==> src/rtl/sar_pkg.sv <==
package sar_pkg;
   typedef enum logic [1:0] {
      ST_IDLE = 2'd0,
      ST_CMPT = 2'd1,
      ST_PCH  = 2'd2,
      ST_AVG  = 2'd3
   } sar_state_t;
endpackage

==> src/rtl/sar_phase_ctrl.sv <==
module sar_phase_ctrl
   import sar_pkg::*;
#(
   parameter int unsigned NBITS = 5,
   parameter int unsigned PW    = $clog2(NBITS + 1)
) (
   input  logic          clk,
   input  logic          rst_n,
   input  logic          start,
   input  logic [PW-1:0] prec,
   output logic          cmpt_stb,
   output logic          pch_stb,
   output logic          avg_stb,
   output logic [PW-1:0] bit_idx,
   output logic          last_bit,
   output logic [PW-1:0] ap_q,
   output logic          done,
   output logic          cvt_half
);
   localparam logic [PW-1:0] FULL = PW'(NBITS);
   localparam logic [PW-1:0] TOP  = PW'(NBITS - 1);

   sar_state_t    st;
   logic [PW-1:0] ap_eff;
   logic [PW-1:0] lo_idx;
   logic          finish;

   assign ap_eff   = (prec == '0 || prec > FULL) ? FULL : prec;
   assign lo_idx   = FULL - ap_q;
   assign last_bit = (bit_idx == lo_idx);
   assign finish   = (st == ST_AVG) && last_bit;

   assign cmpt_stb = (st == ST_CMPT);
   assign pch_stb  = (st == ST_PCH);
   assign avg_stb  = (st == ST_AVG);

   always_ff @(posedge clk) begin
      if (!rst_n) begin
         st       <= ST_IDLE;
         bit_idx  <= '0;
         ap_q     <= FULL;
         done     <= 1'b0;
         cvt_half <= 1'b0;
      end else begin
         done <= finish;
         if (finish) cvt_half <= ~cvt_half;
         unique case (st)
            ST_IDLE: if (start) begin
               st   <= ST_CMPT;
               ap_q <= ap_eff;
            end
            ST_CMPT: begin
               st      <= ST_PCH;
               bit_idx <= TOP;
            end
            ST_PCH: st <= ST_AVG;
            ST_AVG: begin
               if (last_bit) st <= ST_IDLE;
               else begin
                  st      <= ST_PCH;
                  bit_idx <= bit_idx - 1'b1;
               end
            end
            default: st <= ST_IDLE;
         endcase
      end
   end


   pch_then_avg_chk: assert property (@(posedge clk) disable iff (!rst_n)
      pch_stb |=> avg_stb);

   cmpt_then_msb_chk: assert property (@(posedge clk) disable iff (!rst_n)
      cmpt_stb |=> (pch_stb && bit_idx == TOP));

   avg_next_bit_chk: assert property (@(posedge clk) disable iff (!rst_n)
      (avg_stb && !last_bit) |=> pch_stb);

   done_single_chk: assert property (@(posedge clk) disable iff (!rst_n)
      done |=> !done);

   done_after_avg_chk: assert property (@(posedge clk) disable iff (!rst_n)
      done |-> $past(avg_stb));

   half_flip_chk: assert property (@(posedge clk) disable iff (!rst_n)
      done |-> (cvt_half != $past(cvt_half)));

   prec_range_chk: assert property (@(posedge clk) disable iff (!rst_n)
      cmpt_stb |-> (ap_q >= PW'(1) && ap_q <= FULL));
endmodule

==> src/rtl/sar_trial_reg.sv <==
module sar_trial_reg #(
   parameter int unsigned NBITS = 5,
   parameter int unsigned PW    = $clog2(NBITS + 1)
) (
   input  logic             clk,
   input  logic             rst_n,
   input  logic             ld,
   input  logic             upd,
   input  logic             last_bit,
   input  logic [PW-1:0]    bit_idx,
   input  logic             cmp_hi,
   output logic [NBITS-1:0] trial,
   output logic [NBITS-1:0] code
);
   localparam logic [NBITS-1:0] ONE = NBITS'(1);
   localparam logic [NBITS-1:0] MID = ONE << (NBITS - 1);

   logic [NBITS-1:0] cur_bit;
   logic [NBITS-1:0] nxt;

   assign cur_bit = ONE << bit_idx;

   always_comb begin
      nxt = trial;
      if (!cmp_hi)   nxt = nxt & ~cur_bit;
      if (!last_bit) nxt = nxt | (cur_bit >> 1);
   end

   always_ff @(posedge clk) begin
      if (!rst_n) begin
         trial <= '0;
         code  <= '0;
      end else begin
         if (ld)       trial <= MID;
         else if (upd) trial <= nxt;
         if (upd && last_bit) code <= nxt;
      end
   end


   mid_load_chk: assert property (@(posedge clk) disable iff (!rst_n)
      ld |=> (trial == MID));

   keep_bit_chk: assert property (@(posedge clk) disable iff (!rst_n)
      (upd && cmp_hi) |=> ((trial & $past(cur_bit)) != '0));

   drop_bit_chk: assert property (@(posedge clk) disable iff (!rst_n)
      (upd && !cmp_hi) |=> ((trial & $past(cur_bit)) == '0));

   code_hold_chk: assert property (@(posedge clk) disable iff (!rst_n)
      !(upd && last_bit) |=> $stable(code));
endmodule

==> src/rtl/sar_therm_enc.sv <==
module sar_therm_enc #(
   parameter int unsigned NBITS  = 5,
   parameter int unsigned NLINES = (1 << NBITS) - 1
) (
   input  logic              en,
   input  logic [NBITS-1:0]  value,
   output logic [NLINES-1:0] lines
);
   generate
      for (genvar j = 0; j < NLINES; j++) begin : g_line
         localparam logic [NBITS:0] IDX = (NBITS + 1)'(j);
         assign lines[j] = en && (IDX < {1'b0, value});
      end
   endgenerate
endmodule

==> src/rtl/sar_seq.sv <==
module sar_seq #(
   parameter int unsigned NBITS  = 5,
   parameter int unsigned NLINES = (1 << NBITS) - 1,
   parameter int unsigned PW     = $clog2(NBITS + 1)
) (
   input  logic              clk,
   input  logic              rst_n,
   input  logic              start,
   input  logic [PW-1:0]     prec,
   input  logic              cmp_hi,
   output logic [NLINES-1:0] line_en,
   output logic              cmpt_stb,
   output logic              pch_stb,
   output logic              avg_stb,
   output logic              cvt_half,
   output logic [NBITS-1:0]  code,
   output logic              done
);
   generate
      if (NBITS < 1 || NBITS > 10) begin : g_bad_bits
         $error("sar_seq: NBITS must lie in 1..10");
      end
      if (NLINES != (1 << NBITS) - 1) begin : g_bad_lines
         $error("sar_seq: NLINES must equal 2**NBITS - 1");
      end
      if (PW < $clog2(NBITS + 1)) begin : g_bad_pw
         $error("sar_seq: PW too narrow for NBITS");
      end
   endgenerate

   logic [PW-1:0]    bit_idx;
   logic [PW-1:0]    ap_q;
   logic             last_bit;
   logic [NBITS-1:0] trial;

   sar_phase_ctrl #(.NBITS(NBITS), .PW(PW)) u_ctrl (
      .clk      (clk),
      .rst_n    (rst_n),
      .start    (start),
      .prec     (prec),
      .cmpt_stb (cmpt_stb),
      .pch_stb  (pch_stb),
      .avg_stb  (avg_stb),
      .bit_idx  (bit_idx),
      .last_bit (last_bit),
      .ap_q     (ap_q),
      .done     (done),
      .cvt_half (cvt_half)
   );

   sar_trial_reg #(.NBITS(NBITS), .PW(PW)) u_trial (
      .clk      (clk),
      .rst_n    (rst_n),
      .ld       (cmpt_stb),
      .upd      (avg_stb),
      .last_bit (last_bit),
      .bit_idx  (bit_idx),
      .cmp_hi   (cmp_hi),
      .trial    (trial),
      .code     (code)
   );

   sar_therm_enc #(.NBITS(NBITS), .NLINES(NLINES)) u_therm (
      .en    (pch_stb),
      .value (trial),
      .lines (line_en)
   );

   logic [NBITS-1:0] low_mask;
   assign low_mask = NBITS'((1 << (NBITS - int'(ap_q))) - 1);


   line_count_chk: assert property (@(posedge clk) disable iff (!rst_n)
      pch_stb |-> ($countones(line_en) == int'(trial)));

   line_idle_chk: assert property (@(posedge clk) disable iff (!rst_n)
      !pch_stb |-> (line_en == '0));

   low_zero_chk: assert property (@(posedge clk) disable iff (!rst_n)
      done |-> ((code & low_mask) == '0));

   one_strobe_chk: assert property (@(posedge clk) disable iff (!rst_n)
      $onehot0({cmpt_stb, pch_stb, avg_stb}));
endmodule

==> config.mk <==
export PLATFORM = sky130hd
export DESIGN_NAME = sar_seq
export DESIGN_NICKNAME = d
export VERILOG_FILES = /design/src/rtl/sar_pkg.sv /design/src/rtl/sar_phase_ctrl.sv /design/src/rtl/sar_trial_reg.sv /design/src/rtl/sar_therm_enc.sv /design/src/rtl/sar_seq.sv
export SDC_FILE = /design/constraint.sdc
export NUM_CORES = 1
export LEC_CHECK = 0
export ABC_AREA = 1
export CORE_AREA = 2 2 60 62
export CTS_CLUSTER_DIAMETER = 80
export CTS_CLUSTER_SIZE = 30
export DETAILED_ROUTE_END_ITERATION = 8
export DIE_AREA = 0 0 62 64
export DONT_BUFFER_PORTS = 1
export PLACE_DENSITY = 0.59
export SYNTH_ARGS = -nofsm -noshare
export SYNTH_HDL_FRONTEND = slang
export SYNTH_SLANG_ARGS = --single-unit
==> constraint.sdc <==
create_clock -name clk -period 2.25 [get_ports clk]
set_input_delay 0.3375 -clock clk [delete_from_list [all_inputs] [get_ports clk]]
set_output_delay 0.3375 -clock clk [all_outputs]
set_load 0.01 [all_outputs]
# Yosys cells after proc, flatten, opt, wreduce, memory -nomap -nowiden
# Index checks and enable logic that the tools add are counted.
[op_classes]
n_addsub = 2
n_lt_le_gt_ge = 32
n_eq_ne = 6
shifts = 1
mux = 10
bitwise_logic = 5
reduce_logical = 39
[ops]
columns = ["operator", "n"]
rows = [
  ["$lt A5 B5 Y1 const A", 15],
  ["$lt A4 B5 Y1 const A", 8],
  ["$logic_and A1 B1 Y1", 32],
  ["$lt A3 B5 Y1 const A", 4],
  ["$mux W5", 4],
  ["$lt A1 B5 Y1 const A", 2],
  ["$lt A2 B5 Y1 const A", 2],
  ["$pmux W2 S4", 1],
  ["$mux W3", 2],
  ["$pmux W3 S2", 1],
  ["$and A5 B5 Y5", 1],
  ["$not A5 Y5", 1],
  ["$or A5 B4 Y5", 1],
  ["$shl A1 B3 Y5 const A", 1],
  ["$eq A2 B2 Y1 const B", 2],
  ["$mux W2", 2],
  ["$ne A2 B2 Y1 const B", 2],
  ["$reduce_and A2 Y1", 2],
  ["$eq A3 B3 Y1", 1],
  ["$gt A3 B3 Y1 const B", 1],
  ["$logic_not A3 Y1", 1],
  ["$sub A3 B1 Y3 const B", 1],
  ["$sub A3 B3 Y3 const A", 1],
  ["$eq A2 B1 Y1 const B", 1],
  ["other kinds (5)", 6],
]
[totals]
ff_bits = 20
out_inout_bits = 41

# Longest topological paths before layout
# Gate-level depths: netlist (run 1).
[depth]
word_depth = 8
ltp_mapped = 9

# Hierarchy
# A second synthesis (run 1) with hierarchy kept.
[hier_totals]
cells_unflattened = 214
hier_area_um2 = 1297.5
[by_module_without_submodules]
columns = ["mod", "n_inst", "cells_each", "area_per_inst_um2"]
rows = [
  ["sar_phase_ctrl", 1, 72, 510.5],
  ["sar_trial_reg", 1, 68, 473.0],
  ["sar_therm_enc", 1, 74, 314.1],
]

# Worst setup path before layout (run 1)
# OpenSTA, ideal clock, no wires.
[synth_timing]
kind = "register to output"
start = "register u_ctrl.st[1]"
end = "output port line_en[10]"
arrival_ps = 1277
path_slack_ps = 636
stages_incl_launch_ff = 8
path_cell_list = "dfxtp_1 > inv_1 > nor2_2 > inv_2 > nor2_4 > inv_2 > nor2_2 > o21a_1"
[synth_via]
elab_chain_cells = 2
[synth_rtl]
columns = ["item", "line", "rtl"]
rows = [
  ["start, declared", "sar_phase_ctrl.sv:23", "sar_state_t st;"],
  ["start signal, assigned", "sar_phase_ctrl.sv:39", "st <= ST_IDLE;"],
  ["start signal, assigned", "sar_phase_ctrl.sv:49", "st <= ST_CMPT;"],
  ["start signal, assigned", "sar_phase_ctrl.sv:53", "st <= ST_PCH;"],
  ["$eq A2 B2 Y1", "sar_phase_ctrl.sv:34", "assign pch_stb = (st == ST_PCH);"],
  ["net pch_stb", "sar_seq.sv:13", "output logic pch_stb,"],
  ["$logic_and A1 B1 Y1", "sar_therm_enc.sv:12", "assign lines[j] = en && (IDX < {1'b0, value});"],
  ["end, declared", "sar_seq.sv:11", "output logic [NLINES-1:0] line_en,"],
]
# The timed path passes the listed nets, and every way through them passes these cells.

# Final worst setup path (run 1)
[layout_timing]
start = "register u_ctrl.st[0]"
end = "output port line_en[24]"
[layout_via]
elab_chain_cells = 2
[layout_rtl]
columns = ["item", "line"]
rows = [
  ["$eq A2 B2 Y1", "sar_phase_ctrl.sv:34"],
  ["$logic_and A1 B1 Y1", "sar_therm_enc.sv:12"],
]
# No other way between the ends.

==> summary.md, run 1 <==
| Metric | Value |
|---|---|
| Uppermost layer routed | `met4` |
| DR pass1 iterations | `4` |
| Die outline width | `62 um` |
| Footprint of the multi-input gates | `756 um2` |
| Per-cell routed wire length | `13.2 um` |
| Remaining global-route overflow | `0` |
| Fraction of final layout cells sized beyond drive strength 1 | `12.3%` |
| Max Clk Rate | `481 MHz` |
| Vias per inst | `5.12` |
| Sequential fraction of the synthesis area | `30.9%` |
| Vias in the first global route | `1,161` |
| Final hold violation count | `0` |
| Worst Clk Skew | `0.00389 ns` |
| Overall via count from detail_route | `1,275` |
| Final Net Count | `216` |
| Worst Hold Depth | `1` |
| Relative max-transition margin | `70.0%` |
| Core footprint | `0.00328 mm2` |
| Combined global-route utilization of all metal layers | `17.0%` |
| Cell taking the most area after synthesis | `sky130_fd_sc_hd__dfxtp_1` |
| Max Fanout on Critical Path | `11` |
| Endpoint of the worst hold path | `u_ctrl.ap_q[0]` |
| Top-count cell post-synth | `sky130_fd_sc_hd__nand2_1` |
| Top cell types by occurrence after synthesis | `sky130_fd_sc_hd__nand2_1, sky130_fd_sc_hd__inv_1, sky130_fd_sc_hd__nor2_1` |
| PD cells | `646 mW/mm2` |
| Count of flip-flops with a built-in enable after synthesis | `0` |
| Data required time of the worst path | `1.91 ns` |
| Synthesis-to-layout area growth | `7.54%` |
| Met2 WL | `1550 um` |
| Final period util | `92.3%` |
| Worst Reg-to-Reg Cells | `6` |
| Setup crit start kind | `flip-flop` |
| Filler Cells Inserted | `356` |
| Met1 WL | `1420 um` |
| Sequential Area | `400 um2` |
| Async set or reset register ratio after synthesis | `0%` |
| Wire length of the first global-routing pass | `5150 um` |
| Wire length reported by the detailed router | `3300 um` |
| Number of violations reported at the end of detailed-routing iteration 0 | `57` |
| Worst reg2reg path startpoint | `u_ctrl.bit_idx[1]` |
| Detailed placement HPWL | `2600 um` |
| Master cell of the clock root buffer | `sky130_fd_sc_hd__clkbuf_4` |
| Setup repair after global routing missed its margin | `no` |
| Number of antenna cells inserted | `0` |
| Num CTS Buffers | `3` |
| Static Leakage | `0.645 nW` |
| Detailed-route DRC error count | `0` |
| Max Buffers Root-to-Sink | `2` |
| Share of the synthesized area in the top cell type | `30.9%` |
| Register-to-register path setup slack | `0.81 ns` |
| Worst setup slack after placement | `0.458 ns` |
| Setup crit end kind | `output pin` |
| Cell Area, Synth | `0.00129 mm2` |
| Status | `complete, no violations` |
| Transition time at the pin with the least slew margin | `0.449 ns` |
| Number of I/O port buffers | `0` |
| Reported max-cap violation count | `0` |
| Cell Area, Placed | `0.00133 mm2` |
| Number of endpoints failing setup at the final stage | `0` |
| Number of antenna violations at the first check in global routing | `0` |
| Slew Limit Fails | `0` |
| Min-delay src | `rst_n` |
| Min-delay worst type | `input port to flip-flop` |
| Insertion delay of the later-clocked pin in the worst-skew pair | `0.30 ns` |
| DIE AREA | `0.00397 mm2` |
| Clock edge transition at the registers on the reported setup and hold paths | `0.12 ns` |
| Cell variety after synth | `27` |
| Fin worst setup slack | `0.173 ns` |
| Data arrival, critical path | `1.74 ns` |
| Number of clock sinks | `20` |
| Chip Height | `64 um` |
| Post-synthesis area per instance | `6.40 um2` |
| Maximum vdd ir drop | `0.000501 V` |
| Total met3 wirelength after detailed routing | `276 um` |
| R2R Path End | `u_ctrl.bit_idx[2]` |
| Global placer's final weighted congestion | `0.882` |
| Post-layout min period | `2.08 ns` |
| Number of antenna-violating nets in the routed design | `0` |
| Initial Utilization | `39.4%` |
| Maximum number of pins on one net before global-route repair | `13` |
| Critical path class | `flip-flop to output pin` |
| Post-synthesis instance total | `202` |
| Number of core rows | `21` |
| H-tree level count | `1` |
| Synth Register Bits | `20` |
| Nets in the synthesized netlist | `214` |
| Fin area | `0.00139 mm2` |
| Main area contributors after synthesis | `sky130_fd_sc_hd__dfxtp_1, sky130_fd_sc_hd__nand2_1, sky130_fd_sc_hd__a21oi_1, sky130_fd_sc_hd__inv_1, sky130_fd_sc_hd__nor2_1` |
| Count of pins on the block boundary | `48` |
| Synth warnings | `0` |
| Main synth FF type | `sky130_fd_sc_hd__dfxtp_1` |
| CTS tree | `yes` |
| Aggregate negative setup slack | `0 ns` |
-- through the flow --
| step | power [W] | instances | util [%] | hold slack [ns] |
|---|---|---|---|---|
| CTS | 0.000906 | 249 | 42.1 | 0.0850 |
| detailed placement | 0.000608 | 245 | 40.5 | 0.410 |
| global placement | 0.000607 | 245 | 40.5 | 0.409 |
| global route | 0.000953 | 249 | 42.4 | 0.0834 |
| finish | 0.000899 | 249 | 42.4 | 0.0933 |
| floorplan | 0.000569 | 202 | - | 0.465 |
-- registers in the layout, indices dropped and copies added (netlist names) --
name             cells
u_ctrl.bit_idx       3
u_ctrl.done          1
u_ctrl.ap_q          3
u_ctrl.st            2
u_ctrl.cvt_half      1
u_trial.trial        5
u_trial.code         5
-- cell type report --
cell class	instances	share of cell area [%]
Multi-Input combinational cell	147	54.3
Sequential cell	20	28.8
Inverter	32	8.99
Tap cell	46	4.14
Clock inverter	1	2.16
Clock buffer	3	1.62
-- cells in the final DEF, fill, tap and decap left out --
cell,Yosys,routed
sky130_fd_sc_hd__a22oi_1,2,2
sky130_fd_sc_hd__nand4_1,1,1
sky130_fd_sc_hd__ha_1,5,5
sky130_fd_sc_hd__a21oi_1,21,21
sky130_fd_sc_hd__o21a_1,3,3
sky130_fd_sc_hd__o21ai_0,8,8
sky130_fd_sc_hd__o22ai_1,1,1
sky130_fd_sc_hd__nand2_1,50,50
sky130_fd_sc_hd__or2_2,1,1
sky130_fd_sc_hd__nand3_1,14,14
sky130_fd_sc_hd__bufinv_16,0,1
sky130_fd_sc_hd__nand2_2,2,2
sky130_fd_sc_hd__a32oi_1,1,1
sky130_fd_sc_hd__dfxtp_1,20,20
sky130_fd_sc_hd__nor3_1,5,5
sky130_fd_sc_hd__inv_1,23,23
sky130_fd_sc_hd__nor2_4,3,4
sky130_fd_sc_hd__nand3_4,1,1
sky130_fd_sc_hd__nand3b_1,1,1
sky130_fd_sc_hd__a211oi_1,1,1
sky130_fd_sc_hd__nor2_2,3,3
sky130_fd_sc_hd__clkinv_4,1,1
sky130_fd_sc_hd__nor2_1,23,22
sky130_fd_sc_hd__inv_2,8,8
sky130_fd_sc_hd__clkbuf_4,0,3
sky130_fd_sc_hd__a21oi_2,1,1
-- per-layer routing --
layer  vias up  GRT usage [%]
met4         0           6.12
met5         -              0
met2        54           29.7
met3         6           4.05
met1       565           19.2
li1        650              -
-- critical path, cell delays in order (launching register included) --
cell and delay (ns):
sky130_fd_sc_hd__dfxtp_1 0.43, sky130_fd_sc_hd__inv_2 0.13, sky130_fd_sc_hd__nand2_1 0.07, sky130_fd_sc_hd__nor2_2 0.19, sky130_fd_sc_hd__inv_2 0.14, sky130_fd_sc_hd__nor2_2 0.19, sky130_fd_sc_hd__inv_2 0.08, sky130_fd_sc_hd__nor2_1 0.20
-- cells by family after synthesis --
kind of cell	share of synthesized area [%]
adder cells (fa/ha/maj)	4.84
buffers and inverters	11.2
flip-flops	30.9
AND/OR/NAND/NOR	36.5
AO/OA/AOI/OAI	16.5
-- repair_timing --
item | 4_1_cts | 5_1_grt
hold buffers | 0 | 0
hold endpoints to repair | 0 | 0
resized for setup | 0 | 2
buffers inserted | 0 | 0
setup endpoints to repair | 0 | 5
-- power breakdown --
group          internal, W  switching (W)  total [W]
combinational    0.0000554       0.000132   0.000188
sequential        0.000378      0.0000364   0.000415
clock             0.000180       0.000117   0.000297
total             0.000614       0.000285   0.000899
-- how the worst max path moves through the flow --
| stage | slack, ns | startpoint | to | cells past startpoint |
|---|---|---|---|---|
| after detailed placement | 0.46 | u_ctrl.st[0] | line_en[26] | 7 |
| after global placement | 0.47 | u_ctrl.st[0] | line_en[26] | 7 |
| after global routing | 0.003 | u_ctrl.st[1] | line_en[10] | 7 |
| after CTS | 0.10 | u_ctrl.st[0] | line_en[26] | 7 |
| after floorplan | 0.64 | u_ctrl.st[1] | line_en[10] | 7 |
| final | 0.17 | u_ctrl.st[0] | line_en[24] | 7 |
No activity file was read; power rests on OpenSTA's default activity.
==> inputs of run 2 (changes only) <==
Settings changed: CELL_PAD_IN_SITES_DETAIL_PLACEMENT from default to 2, CELL_PAD_IN_SITES_GLOBAL_PLACEMENT from default to 2, CORE_AREA 2 2 60 62 to 3 3 67 69, DIE_AREA 0 0 62 64 to 0 0 70 72, PLACE_DENSITY 0.59 to 0.85.
==> summary.md, run 2 (same netlist as run 1, synthesis figures left out) <==
| Metric | Value |
|---|---|
| Vias per inst | `5.27 (was 5.12)` |
| Count of pins on the block boundary | `48 (unchanged)` |
| Global placer's final weighted congestion | `0.819 (was 0.882)` |
| Transition time at the pin with the least slew margin | `0.475 ns (was 0.449 ns)` |
| Reported max-cap violation count | `0 (unchanged)` |
| DR pass1 iterations | `4 (unchanged)` |
| Max Buffers Root-to-Sink | `2 (unchanged)` |
| Footprint of the multi-input gates | `756 um2 (unchanged)` |
| Maximum number of pins on one net before global-route repair | `13 (unchanged)` |
| Data required time of the worst path | `1.91 ns (about the same)` |
| Max Clk Rate | `485 MHz (was 481 MHz)` |
| Status | `complete, no violations (unchanged)` |
| CTS tree | `yes (unchanged)` |
| Synthesis-to-layout area growth | `9.38% (was 7.54%)` |
| Insertion delay of the later-clocked pin in the worst-skew pair | `0.27 ns (was 0.30 ns)` |
| Number of antenna cells inserted | `0 (unchanged)` |
| Setup crit end kind | `output pin (unchanged)` |
| Largest registers in the final layout | `u_trial.code (5), u_trial.trial (5) (unchanged)` |
| Wire length reported by the detailed router | `4240 um (was 3300 um)` |
| Relative max-transition margin | `68.2% (was 70.0%)` |
| Register-to-register path setup slack | `0.77 ns (was 0.81 ns)` |
| Detailed-route DRC error count | `0 (unchanged)` |
| Most frequent cells in the layout | `sky130_fd_sc_hd__nand2_1, sky130_fd_sc_hd__inv_1, sky130_fd_sc_hd__nor2_1, sky130_fd_sc_hd__a21oi_1, sky130_fd_sc_hd__dfxtp_1 (unchanged)` |
| Hold Worst Slack | `0.139 ns (was 0.0933 ns)` |
| Cts hold-fix bufs | `0 (unchanged)` |
| Remaining global-route overflow | `0 (unchanged)` |
| Slew Limit Fails | `0 (unchanged)` |
| Fraction of final layout cells sized beyond drive strength 1 | `12.3% (unchanged)` |
| Sequential Area | `400 um2 (unchanged)` |
| Number of endpoints failing setup at the final stage | `0 (unchanged)` |
| Overall via count from detail_route | `1,333 (was 1,275)` |
| Per-cell routed wire length | `16.8 um (was 13.2 um)` |
| Maximum vdd ir drop | `0.000329 V (was 0.000501 V)` |
| Setup crit start kind | `flip-flop (unchanged)` |
| DIE AREA | `0.00504 mm2 (was 0.00397 mm2)` |
| Setup repair after global routing missed its margin | `no (unchanged)` |
| Min-delay worst type | `input port to flip-flop (unchanged)` |
| Final hold violation count | `0 (unchanged)` |
| Initial Utilization | `32.6% (was 39.4%)` |
| Critical path class | `flip-flop to output pin (unchanged)` |
| Number of clock sinks | `20 (unchanged)` |
| Commonest non-fill, non-tap cell in the layout | `sky130_fd_sc_hd__nand2_1 (unchanged)` |
| Chip Height | `72 um (was 64 um)` |
| Setup Fix Bufs, Post-CTS | `0 (unchanged)` |
| Number of antenna-violating nets in the routed design | `0 (unchanged)` |
| Aggregate negative setup slack | `0 ns (unchanged)` |
| Combined global-route utilization of all metal layers | `18.0% (was 17.0%)` |
| Post-layout min period | `2.06 ns (was 2.08 ns)` |
| Number of I/O port buffers | `0 (unchanged)` |
| Data arrival, critical path | `1.72 ns (was 1.74 ns)` |
| Detailed placement HPWL | `3400 um (was 2600 um)` |
| Number of core rows | `23 (was 21)` |
| Max Fanout on Critical Path | `11 (unchanged)` |
| Static Leakage | `0.653 nW (was 0.645 nW)` |
| Core footprint | `0.00397 mm2 (was 0.00328 mm2)` |
| Number of antenna violations at the first check in global routing | `0 (unchanged)` |
| H-tree level count | `1 (unchanged)` |
| Master cell of the clock root buffer | `sky130_fd_sc_hd__clkbuf_8 (was sky130_fd_sc_hd__clkbuf_4)` |
| Die outline width | `70 um (was 62 um)` |
| Final Net Count | `216 (unchanged)` |
| Filler Cells Inserted | `511 (was 356)` |
| Num CTS Buffers | `3 (unchanged)` |
| Number of violations reported at the end of detailed-routing iteration 0 | `21 (was 57)` |
| PD cells | `696 mW/mm2 (was 646 mW/mm2)` |
| Wire length of the first global-routing pass | `7300 um (was 5150 um)` |
| Vias in the first global route | `1,495 (was 1,161)` |
| Clock edge transition at the registers on the reported setup and hold paths | `0.08 ns (was 0.12 ns)` |
| Final period util | `91.6% (was 92.3%)` |
| Worst Clk Skew | `0.00154 ns (was 0.00389 ns)` |
[run 2: final cells by class]
type / count / share of cell area (%)
clock buffer: 3 / 2.92
multi-input combinational: 147 / 53.4
sequential: 20 / 28.3
tap: 50 / 4.42
inverter: 32 / 8.84
clock inverter: 1 / 2.12
[run 2: per-stage QoR]
stage | cells | total power [W] | setup slack [ns] | util (%) | cell area, um2
finish | 253 | 0.000984 | 0.189 | 35.6 | 1420
global route | 253 | 0.00105 | 0.0145 | 35.6 | 1420
CTS | 253 | 0.000999 | 0.0909 | 35.4 | 1410
detailed placement | 249 | 0.000621 | 0.386 | 33.6 | 1340
global placement | 249 | 0.000610 | 0.460 | 33.6 | 1340
floorplan | 202 | 0.000569 | 0.636 | - | 1290
[run 2: final timing paths]
check / from / endpoint / cells past startpoint
max reg2reg: u_ctrl.bit_idx[1] / u_trial.code[0] / 8
max: u_ctrl.st[0] / line_en[26] / 7
min: rst_n / u_ctrl.ap_q[0] / 1
min reg2reg: u_ctrl.bit_idx[2] / u_ctrl.bit_idx[2] / 2
[run 2: report_power, final]
part | leakage, nW | internal [W] | switching [W]
clock network | 0.0357 | 0.000238 | 0.000134
logic | 0.454 | 0.0000558 | 0.000143
registers | 0.163 | 0.000378 | 0.0000362
[run 2: worst max-delay path, cell delays in order, from the launching register on]
cell	delay, ns
sky130_fd_sc_hd__dfxtp_1	0.42
sky130_fd_sc_hd__inv_2	0.14
sky130_fd_sc_hd__nand2_1	0.07
sky130_fd_sc_hd__nor2_2	0.20
sky130_fd_sc_hd__inv_2	0.15
sky130_fd_sc_hd__nor2_2	0.19
sky130_fd_sc_hd__inv_2	0.08
sky130_fd_sc_hd__nor2_1	0.19
[run 2: what timing repair did]
item                                    in CTS  in global routing
endpoints found under the hold margin        0                  0
resized for setup                            0                  2
endpoints found under the setup margin       0                  5
[run 2: layer usage]
metal / up-vias / wire, um / GRT usage (%)
met5: - / 0 / 0
met4: 0 / 51 / 5.11
met3: 5 / 240 / 4.16
met2: 39 / 2150 / 34.4
met1: 642 / 1800 / 20.0
li1: 647 / - / -
==> inputs of run 3 (changes only) <==
Settings changed: CORE_AREA 3 3 67 69 to 3 3 69 71, DIE_AREA 0 0 70 72 to 0 0 72 74, PLACE_DENSITY 0.85 to 0.81.
Clock period 2.25 ns to 2.2 ns, I/O delays scaled along.
==> summary.md, run 3 (same netlist as run 1, synthesis figures left out) <==
| Metric | Value |
|---|---|
| Status | `complete, no violations (unchanged)` |
| Min-delay worst type | `input port to flip-flop (unchanged)` |
| Final hold violation count | `0 (unchanged)` |
| Worst Clk Skew | `0.00290 ns (was 0.00154 ns)` |
| Number of I/O port buffers | `0 (unchanged)` |
| Max Buffers Root-to-Sink | `2 (unchanged)` |
| Synthesis-to-layout area growth | `9.57% (was 9.38%)` |
| Footprint of the multi-input gates | `756 um2 (unchanged)` |
| Reported max-cap violation count | `0 (unchanged)` |
| Global placer's final weighted congestion | `0.827 (was 0.819)` |
| Filler Cells Inserted | `535 (was 511)` |
| Sequential Area | `400 um2 (unchanged)` |
| Critical path class | `flip-flop to output pin (unchanged)` |
| Detailed placement HPWL | `3510 um (was 3400 um)` |
| Transition time at the pin with the least slew margin | `0.475 ns (about the same)` |
| DIE AREA | `0.00533 mm2 (was 0.00504 mm2)` |
| Setup crit end kind | `output pin (unchanged)` |
| Fraction of final layout cells sized beyond drive strength 1 | `12.3% (unchanged)` |
| Setup Fix Bufs, Post-CTS | `0 (unchanged)` |
| Setup crit start kind | `flip-flop (unchanged)` |
| Max Fanout on Critical Path | `6 (was 11)` |
| Final period util | `93.6%` |
| Combined global-route utilization of all metal layers | `16.5% (was 18.0%)` |
| Die outline width | `72 um (was 70 um)` |
| Number of antenna cells inserted | `0 (unchanged)` |
| Min-delay src | `rst_n (unchanged)` |
| R2R Path End | `u_ctrl.bit_idx[2] (was u_trial.code[0])` |
| Clock edge transition at the registers on the reported setup and hold paths | `0.08 ns (about the same)` |
| Worst Reg-to-Reg Cells | `6 (was 8)` |
| Maximum number of pins on one net before global-route repair | `13 (unchanged)` |
| Commonest non-fill, non-tap cell in the layout | `sky130_fd_sc_hd__nand2_1 (unchanged)` |
| Most frequent cells in the layout | `sky130_fd_sc_hd__nand2_1, sky130_fd_sc_hd__inv_1, sky130_fd_sc_hd__nor2_1, sky130_fd_sc_hd__a21oi_1, sky130_fd_sc_hd__dfxtp_1 (unchanged)` |
| Number of clock sinks | `20 (unchanged)` |
| Cts hold-fix bufs | `0 (unchanged)` |
| Chip Height | `74 um (was 72 um)` |
| Worst reg2reg path startpoint | `u_ctrl.bit_idx[1] (unchanged)` |
| Overall via count from detail_route | `1,326 (was 1,333)` |
| Num CTS Buffers | `3 (unchanged)` |
| Number of violations reported at the end of detailed-routing iteration 0 | `19 (was 21)` |
| Launching instance or port of the critical path | `u_ctrl.st[1] (was u_ctrl.st[0])` |
| Worst Hold Depth | `1 (unchanged)` |
| Timing endpoint of the critical path | `line_en[10] (was line_en[26])` |
| Fin area | `0.00142 mm2 (about the same)` |
| Wire length reported by the detailed router | `4340 um (was 4240 um)` |
| Number of endpoints failing setup at the final stage | `0 (unchanged)` |
| Data required time of the worst path | `1.87 ns (was 1.91 ns)` |
| Maximum vdd ir drop | `0.000291 V (was 0.000329 V)` |
| Final Net Count | `216 (unchanged)` |
| Insertion delay of the later-clocked pin in the worst-skew pair | `0.26 ns (was 0.27 ns)` |
| Number of core rows | `24 (was 23)` |
| Remaining global-route overflow | `0 (unchanged)` |
| Data arrival, critical path | `1.73 ns (was 1.72 ns)` |
| Cell Area, Placed | `0.00134 mm2 (about the same)` |
| Number of antenna-violating nets in the routed design | `0 (unchanged)` |
| Wire length of the first global-routing pass | `6910 um (was 7300 um)` |
| Aggregate negative setup slack | `0 ns (unchanged)` |
| Core footprint | `0.00429 mm2 (was 0.00397 mm2)` |
| Number of antenna violations at the first check in global routing | `0 (unchanged)` |
| Static Leakage | `0.653 nW (about the same)` |
| Master cell of the clock root buffer | `sky130_fd_sc_hd__clkbuf_8 (unchanged)` |
| Setup repair after global routing missed its margin | `no (unchanged)` |
| Max Clk Rate | `485 MHz` |
| CTS tree | `yes (unchanged)` |
| Post-layout min period | `2.06 ns` |
| Register-to-register path setup slack | `0.68 ns (was 0.77 ns)` |
| Slew Limit Fails | `0 (unchanged)` |
| Relative max-transition margin | `68.2% (about the same)` |
| Per-cell routed wire length | `17.0 um (was 16.8 um)` |
| Largest registers in the final layout | `u_trial.code (5), u_trial.trial (5) (unchanged)` |
| Cells resized by post-CTS repair | `0 (unchanged)` |
| Count of pins on the block boundary | `48 (unchanged)` |
| Initial Utilization | `30.1% (was 32.6%)` |
| DR pass1 iterations | `4 (unchanged)` |
| Vias per inst | `5.20 (was 5.27)` |
| Detailed-route DRC error count | `0 (unchanged)` |
| H-tree level count | `1 (unchanged)` |
| Vias in the first global route | `1,428 (was 1,495)` |
| PD cells | `711 mW/mm2 (was 696 mW/mm2)` |
[run 3: cell counts in the layout (fill, tap and decap cells not counted)]
Identical to the previous run, type by type.
[run 3: stage by stage]
step                      std cells  setup WS, ns  hold WS [ns]  power, W  utilization, %
final                           255         0.140         0.133   0.00101            33.0
after floorplan                 202         0.593         0.458  0.000582               -
after detailed placement        251         0.351         0.411  0.000637            31.2
after global routing            255        0.0201         0.141   0.00106            33.0
after CTS                       255        0.0321         0.133   0.00102            32.8
after global placement          251         0.430         0.406  0.000627            31.2
[run 3: final cells by class]
class | count | area share [%]
clock inverters | 1 | 2.12
multi-input cells | 147 | 53.3
inverters | 32 | 8.83
well taps | 52 | 4.59
flip-flops and latches | 20 | 28.2
clock buffers | 3 | 2.91
[run 3: worst max-delay path: stages (launching register included)]
cell and delay, ns:
sky130_fd_sc_hd__dfxtp_1 0.44, sky130_fd_sc_hd__inv_1 0.14, sky130_fd_sc_hd__nor2_4 0.19, sky130_fd_sc_hd__inv_2 0.11
sky130_fd_sc_hd__nor2_4 0.15, sky130_fd_sc_hd__inv_2 0.07, sky130_fd_sc_hd__nor2_2 0.16, sky130_fd_sc_hd__o21a_1 0.20
[run 3: worst min path at each step]
stage,end,slack [ns]
final,u_ctrl.ap_q[0],0.13
after floorplan,u_ctrl.ap_q[0],0.46
after global placement,u_ctrl.ap_q[0],0.41
after CTS,u_ctrl.ap_q[0],0.13
after global routing,u_ctrl.ap_q[0],0.14
after detailed placement,u_ctrl.ap_q[0],0.41
[run 3: power by group]
part | leakage, nW | switching (W) | internal, W
registers | 0.163 | 0.0000382 | 0.000387
logic | 0.454 | 0.000147 | 0.0000570
clock network | 0.0357 | 0.000136 | 0.000243
total | 0.653 | 0.000321 | 0.000687
[run 3: metal layers]
metal	part of all wire (%)	vias up	global-route usage (%)
met5	0	-	0
met4	1.1	0	3.97
met3	7.0	6	4.05
met2	51	42	32.2
met1	41	630	17.7
li1	-	648	-
